<file path="config.mk">
export PLATFORM = sky130hd
export DESIGN_NAME = ex_fwd_unit
export DESIGN_NICKNAME = d
export VERILOG_FILES = /design/src/rtl/ex_fwd_pkg.sv /design/src/rtl/fwd_stage_match.sv /design/src/rtl/fwd_operand_sel.sv /design/src/rtl/fwd_store_bypass.sv /design/src/rtl/ex_fwd_unit.sv
export SDC_FILE = /design/constraint.sdc
export NUM_CORES = 1
export LEC_CHECK = 0
export BUFFER_PORTS_ARGS = -buffer_cell sky130_fd_sc_hd__buf_2
export CAP_MARGIN = 5
export CORE_AREA = 2 2 39 41
export DETAILED_ROUTE_END_ITERATION = 10
export DIE_AREA = 0 0 41 43
export PLACE_DENSITY = 0.69
export SYNTH_ARGS = -nofsm -noshare
export SYNTH_HDL_FRONTEND = slang
export SYNTH_SLANG_ARGS = --single-unit
</file>
<file path="constraint.sdc">
create_clock -name vclk -period 2.4
set_clock_uncertainty 0.2 [all_clocks]
set_input_delay 0.36 -clock vclk [all_inputs]
set_output_delay 0.36 -clock vclk [all_outputs]
set_load 0.02 [all_outputs]
</file>
<file path="src/rtl/ex_fwd_pkg.sv">
package ex_fwd_pkg;
  typedef enum logic [1:0] {
    FWD_RF  = 2'b00,
    FWD_WB  = 2'b01,
    FWD_MEM = 2'b10
  } fwd_sel_e;

  localparam int unsigned NUM_OPS = 2;
  localparam int unsigned NUM_SRC = 2; // 0: mem, 1: wb (priority order)
endpackage

</file>
<file path="src/rtl/fwd_stage_match.sv">
module fwd_stage_match #(
  parameter int unsigned IDX_W = 5
) (
  input  logic [IDX_W-1:0] cons_idx_i,
  input  logic             cons_fpr_i,
  input  logic [IDX_W-1:0] prod_idx_i,
  input  logic             prod_gpr_we_i,
  input  logic             prod_fpr_we_i,
  output logic             hit_o
);
  logic idx_eq, idx_nz, gpr_hit, fpr_hit;

  always_comb begin
    idx_eq  = (prod_idx_i == cons_idx_i);
    idx_nz  = |prod_idx_i;
    // gpr index 0 is hardwired, fpr index 0 is a real register
    gpr_hit = prod_gpr_we_i & ~cons_fpr_i & idx_eq & idx_nz;
    fpr_hit = prod_fpr_we_i &  cons_fpr_i & idx_eq;
    hit_o   = gpr_hit | fpr_hit;
  end
endmodule

</file>
<file path="src/rtl/fwd_operand_sel.sv">
module fwd_operand_sel
  import ex_fwd_pkg::*;
#(
  parameter int unsigned IDX_W = 5
) (
  input  logic [IDX_W-1:0]         op_idx_i,
  input  logic                     op_fpr_i,
  input  logic [NUM_SRC-1:0][IDX_W-1:0] src_rd_i,
  input  logic [NUM_SRC-1:0]       src_gpr_we_i,
  input  logic [NUM_SRC-1:0]       src_fpr_we_i,
  output fwd_sel_e                 sel_o
);
  logic [NUM_SRC-1:0] hit;

  for (genvar s = 0; s < NUM_SRC; s++) begin : g_src
    fwd_stage_match #(.IDX_W(IDX_W)) u_match (
      .cons_idx_i   (op_idx_i),
      .cons_fpr_i   (op_fpr_i),
      .prod_idx_i   (src_rd_i[s]),
      .prod_gpr_we_i(src_gpr_we_i[s]),
      .prod_fpr_we_i(src_fpr_we_i[s]),
      .hit_o        (hit[s])
    );
  end

  // newest stage wins
  always_comb begin
    if (hit[0])      sel_o = FWD_MEM;
    else if (hit[1]) sel_o = FWD_WB;
    else             sel_o = FWD_RF;
  end
endmodule

</file>
<file path="src/rtl/fwd_store_bypass.sv">
module fwd_store_bypass #(
  parameter int unsigned IDX_W = 5
) (
  input  logic [IDX_W-1:0] wb_rd_i,
  input  logic             wb_gpr_we_i,
  input  logic             mem_store_i,
  input  logic [IDX_W-1:0] st_src_i,
  output logic             st_sel_o
);
  logic wb_hit;

  // store data always comes from the gpr file
  fwd_stage_match #(.IDX_W(IDX_W)) u_match (
    .cons_idx_i   (st_src_i),
    .cons_fpr_i   (1'b0),
    .prod_idx_i   (wb_rd_i),
    .prod_gpr_we_i(wb_gpr_we_i),
    .prod_fpr_we_i(1'b0),
    .hit_o        (wb_hit)
  );

  assign st_sel_o = wb_hit & mem_store_i;
endmodule

</file>
<file path="src/rtl/ex_fwd_unit.sv">
module ex_fwd_unit
  import ex_fwd_pkg::*;
#(
  parameter int unsigned IDX_W = 5
) (
  input  logic [IDX_W-1:0] rs_idx_i,
  input  logic             rs_fpr_i,
  input  logic [IDX_W-1:0] rt_idx_i,
  input  logic             rt_fpr_i,
  input  logic [IDX_W-1:0] mem_rd_i,
  input  logic             mem_gpr_we_i,
  input  logic             mem_fpr_we_i,
  input  logic [IDX_W-1:0] wb_rd_i,
  input  logic             wb_gpr_we_i,
  input  logic             wb_fpr_we_i,
  input  logic             mem_store_i,
  input  logic [IDX_W-1:0] mem_st_src_i,
  output logic [1:0]       rs_sel_o,
  output logic [1:0]       rt_sel_o,
  output logic             st_sel_o
);
  logic [NUM_OPS-1:0][IDX_W-1:0] op_idx;
  logic [NUM_OPS-1:0]            op_fpr;
  fwd_sel_e                      op_sel [NUM_OPS];
  logic [NUM_SRC-1:0][IDX_W-1:0] src_rd;
  logic [NUM_SRC-1:0]            src_gpr_we;
  logic [NUM_SRC-1:0]            src_fpr_we;

  assign op_idx     = {rt_idx_i, rs_idx_i};
  assign op_fpr     = {rt_fpr_i, rs_fpr_i};
  assign src_rd     = {wb_rd_i, mem_rd_i};
  assign src_gpr_we = {wb_gpr_we_i, mem_gpr_we_i};
  assign src_fpr_we = {wb_fpr_we_i, mem_fpr_we_i};

  for (genvar o = 0; o < NUM_OPS; o++) begin : g_op
    fwd_operand_sel #(.IDX_W(IDX_W)) u_sel (
      .op_idx_i    (op_idx[o]),
      .op_fpr_i    (op_fpr[o]),
      .src_rd_i    (src_rd),
      .src_gpr_we_i(src_gpr_we),
      .src_fpr_we_i(src_fpr_we),
      .sel_o       (op_sel[o])
    );
  end

  assign rs_sel_o = op_sel[0];
  assign rt_sel_o = op_sel[1];

  fwd_store_bypass #(.IDX_W(IDX_W)) u_st (
    .wb_rd_i    (wb_rd_i),
    .wb_gpr_we_i(wb_gpr_we_i),
    .mem_store_i(mem_store_i),
    .st_src_i   (mem_st_src_i),
    .st_sel_o   (st_sel_o)
  );
endmodule

</file>
==> impl_metrics.ini, run 1 <==
[pwr]
ir_drop_v = 0.0000609
pwr-share-clk = 0
pwr-share-comb = 1.000
switching_share = 0.477
p_leak_nw = 0.283
seqPwrFrac = 0
p_switching_uw = 46.3
power.internal_uw = 50.8
power_density_nw_per_um2 = 160

[setup_path]
critical-path-top-delay-family = simple AND/OR/NAND/NOR gates
path_depth = 6
critPathCaptureType = output pin
crit_chain = buf_2 -> or4_4 -> nor3_2 -> nor4_2 -> nor3_2 -> buf_2
cpPeakStageDelay_ns = 0.55
critPathSlowestCell = or4_4
cp.arrival_ns = 1.60
critPathKind = in -> out
cp_data_required_time_ns = 1.84
critPathLaunchType = input port
path_buf_inv = 2
cp_max_fo = 3

[detailed_routing]
vias_per_cell = 4.75
wirelength_um = 1150
drt_pass1_iterations = 2
vias = 489
wl_per_cell_um = 11.2
drt_first_iter_violations = 6
drtAntennaViolNets = 0
remaining_drc_errors = 0

[floorplan]
die_h_um = 43
die_w_um = 41
start_util = 0.301
row_count = 14
die_area_sq_um = 1760
design.core.area_sq_um = 1380
io_pins = 37

[clock_tree]
cts_setup_buffers = 0
ctsResizeCount = 0
cts_hold_buf = 0

[yosys]
synth_nets = 84
syn_area_sq_um = 417
synth_cell_type_count = 14
synthCells = 52
synth.yosys.seq_area_share = 0
ys_warn_count = 0
avgSynthCellArea_sq_um = 8.01
synth_top_cell_by_area = xnor2_1
ys_top_cells_by_area = xnor2_1, xor2_1, nor3_2
synth_top_area_share = 0.336

[global_route]
grt_pass1_wl_um = 1790
first_global_vias = 434
antenna_found_initial = 0
grt_use_total = 0.138
grt_overflow = 0
grt_max_degree = 5

[timing]
hold_ws_ns = 0.877
tightestPinTransition_ns = 0.389
fin_crit_ns = 2.16
min_period_over_period = 0.899
setup_tns_ns = 0
rsz0062_at_grt = false
finalSetupViolations = 0
fmax_mhz = 463
slew-limit-headroom = 0.738
hold_viol = 0
report.final.slew_viol_count = 0

[final_layout]
final_cell_area_sq_um = 607
antenna_cells = 0
drive_above_1_share = 0.506
fin_util = 0.439
regArea_sq_um = 0
flops_and_latches = 0
nets = 121
clkbuf_count = 0
synthToLayoutAreaGrowth_pct = 45.6

[placed_design]
routabilityCongestion = 0.757
post_dp_cell_area_sq_um = 607
portBuffers = 37

[min_path]
hold_class = in -> out
hold-path-cell-count = 4

[job]
drv_cap = 0

[run_status]
status = completed
==> cell families after synthesis <==
| group | after synthesis | share of synthesized area |
|---|---|---|
| and+or+nand+nor | 21 | 0.339 |
| muxes | 4 | 0.0991 |
| xor gates and xnor gates | 25 | 0.526 |
| buffers and inverters | 2 | 0.0360 |
==> cell type report <==
type,count,area (sq um)
Fill cell,157,777
Multi-Input combinational cell,50,402
Tap cell,16,20.0
Timing Repair Buffer,37,185
==> worst paths after layout <==
kind | endpoint | slack [ns] | start
hold / removal | st_sel_o | 0.88 | mem_store_i
setup / recovery | rt_sel_o[0] | 0.24 | mem_rd_i[0]
==> cell usage in the layout (no fill, tap or decap) <==
cell type / n
or4_4: 1
mux2i_1: 3
xnor2_1: 16
mux2_2: 1
buf_2: 37
nor3_1: 1
nor3_2: 4
nand3_1: 2
nor4_2: 1
nand4_1: 4
nand2_1: 1
nor4_1: 3
xor2_1: 9
nor2_1: 4
==> metrics by stage <==
stage	worst slack, ns	cells	total power [mW]
finish	0.242	103	0.0971
global route	0.182	103	0.106
CTS	0.233	103	0.0983
detailed placement	0.235	103	0.0983
global placement	0.259	103	0.0957
floorplan	0.397	52	0.0482
==> power groups by stage <==
stage / registers (mW) / clock network (mW) / logic, mW
after floorplan: 0 / 0 / 0.0482
after global placement: 0 / 0 / 0.0957
after detailed placement: 0 / 0 / 0.0983
after CTS: 0 / 0 / 0.0983
after global routing: 0 / 0 / 0.106
final: 0 / 0 / 0.0971
==> tightest hold or removal path, delay by kind of cell <==
kind	cells	cell delay, ns
buf+inv	2	0.24
simple gates	2	0.11
==> layer usage <==
layer / up-vias / track usage / routed length, um
li1: 254 / - / -
met1: 213 / 0.177 / 460
met2: 22 / 0.256 / 609
met3: 0 / 0 / 82
met4: 0 / 0 / 0
met5: - / 0 / 0
==> synthesized netlist by cell type (all sizes together) <==
master	instances
nand4	4
xnor2	16
nor4	4
or4	1
nand3	2
mux2i	3
nor3	5
buf	2
nand2	1
nor2	4
xor2	9
mux2	1
Power figures use the tool's default switching activity.
==> run 2: changes to the inputs <==
PLACE_DENSITY = 0.71   (was 0.69)
clock period = 1.95 ns   (was 2.4 ns; I/O delays follow)
==> impl_metrics.ini, run 2 (same netlist as run 1, synthesis figures left out) <==
[final_layout]
flops_and_latches = 0
final_cell_area_sq_um = 691
antenna_cells = 0
nets = 126
final_cell_mix = buf_2, xnor2_1, xor2_1
num-fill-cells = 140
mostFrequentLayoutCell = buf_2
regArea_sq_um = 0
synthToLayoutAreaGrowth_pct = 65.8
clkbuf_count = 0
drive_above_1_share = 0.543
fin_util = 0.499

[global_route]
grt_max_degree = 5
grt_use_total = 0.146
antenna_found_initial = 0
first_global_vias = 470
grt_overflow = 0
grt_pass1_wl_um = 1830

[detailed_routing]
drt_first_iter_violations = 3
wl_per_cell_um = 11.0
wl_met1_um = 481
met2WireLength_um = 641
wirelength_um = 1190
vias = 511
remaining_drc_errors = 0
drtAntennaViolNets = 0
dr_wl_met3_um = 68
top_layer = met3
drt_pass1_iterations = 4
vias_per_cell = 4.73

[floorplan]
io_pins = 37
design.core.area_sq_um = 1380
die_area_sq_um = 1760
row_count = 14
die_h_um = 43
start_util = 0.301
die_w_um = 41

[placed_design]
dp_hpwl_um = 1120
portBuffers = 37
post_dp_cell_area_sq_um = 637
routabilityCongestion = 0.772

[pwr]
ir_drop_v = 0.0000906
p_leak_nw = 0.308
power_density_nw_per_um2 = 195

[timing]
hold_viol = 0
report.final.slew_viol_count = 0
setup_tns_ns = 0
min_period_over_period = 0.979
fin_crit_ns = 1.91
fmax_mhz = 524
slew-limit-headroom = 0.807
tightestPinTransition_ns = 0.287
rsz0062_at_grt = true
finalSetupViolations = 0
hold_ws_ns = 0.736

[setup_path]
critPathLaunchType = input port
cp_data_required_time_ns = 1.46
critPathKind = in -> out
critPathCaptureType = output pin
cp_max_fo = 2
cp.arrival_ns = 1.42

[clock_tree]
cts_hold_buf = 0

[min_path]
hold_class = in -> out

[job]
drv_cap = 0

[run_status]
status = completed
[run 2: worst max-delay path, stage by stage]
cell    delay, ns
buf_8        0.09
or4_4        0.56
nor3_4       0.14
nor4_2       0.06
nor3_2       0.10
buf_4        0.16
[run 2: layout make-up]
type / count / area, sq um / area share
multi-input cells: 50 / 420 / 0.609
well taps: 16 / 20.0 / 0.0290
repair buffers: 42 / 250 / 0.362
[run 2: per-layer routing]
metal	track usage	vias up
met3	0	0
met4	0	0
met2	0.278	23
met5	0	-
met1	0.181	224
li1	-	264
[run 2: through the flow]
step           total power [mW]  std cells  worst slack, ns
3_3_place_gp              0.123        107          -0.0537
4_1_cts                   0.136        108          -0.0378
3_5_place_dp              0.126        107          -0.0803
2_1_floorplan            0.0594         52           0.0821
5_1_grt                   0.147        108          -0.0339
6_report                  0.135        108           0.0411
[run 2: repair_timing]
item | 4_1_cts | 5_1_grt
pin swaps | 7 | 2
cloned | 0 | 0
buffers inserted | 1 | 0
endpoints found under the setup margin | 2 | 4
gates resized for setup | 12 | 0
[run 2: path summary, 6_finish.rpt]
path | startpoint | endpoint | slack [ns] | cells past startpoint
max | mem_rd_i[3] | rt_sel_o[0] | 0.04 | 6
min | mem_store_i | st_sel_o | 0.74 | 4
[run 2: where the power goes]
| group | total [mW] | switching (mW) | internal [mW] |
|---|---|---|---|
| sequential | 0 | 0 | 0 |
| clock | 0 | 0 | 0 |
| combinational | 0.135 | 0.0619 | 0.0730 |
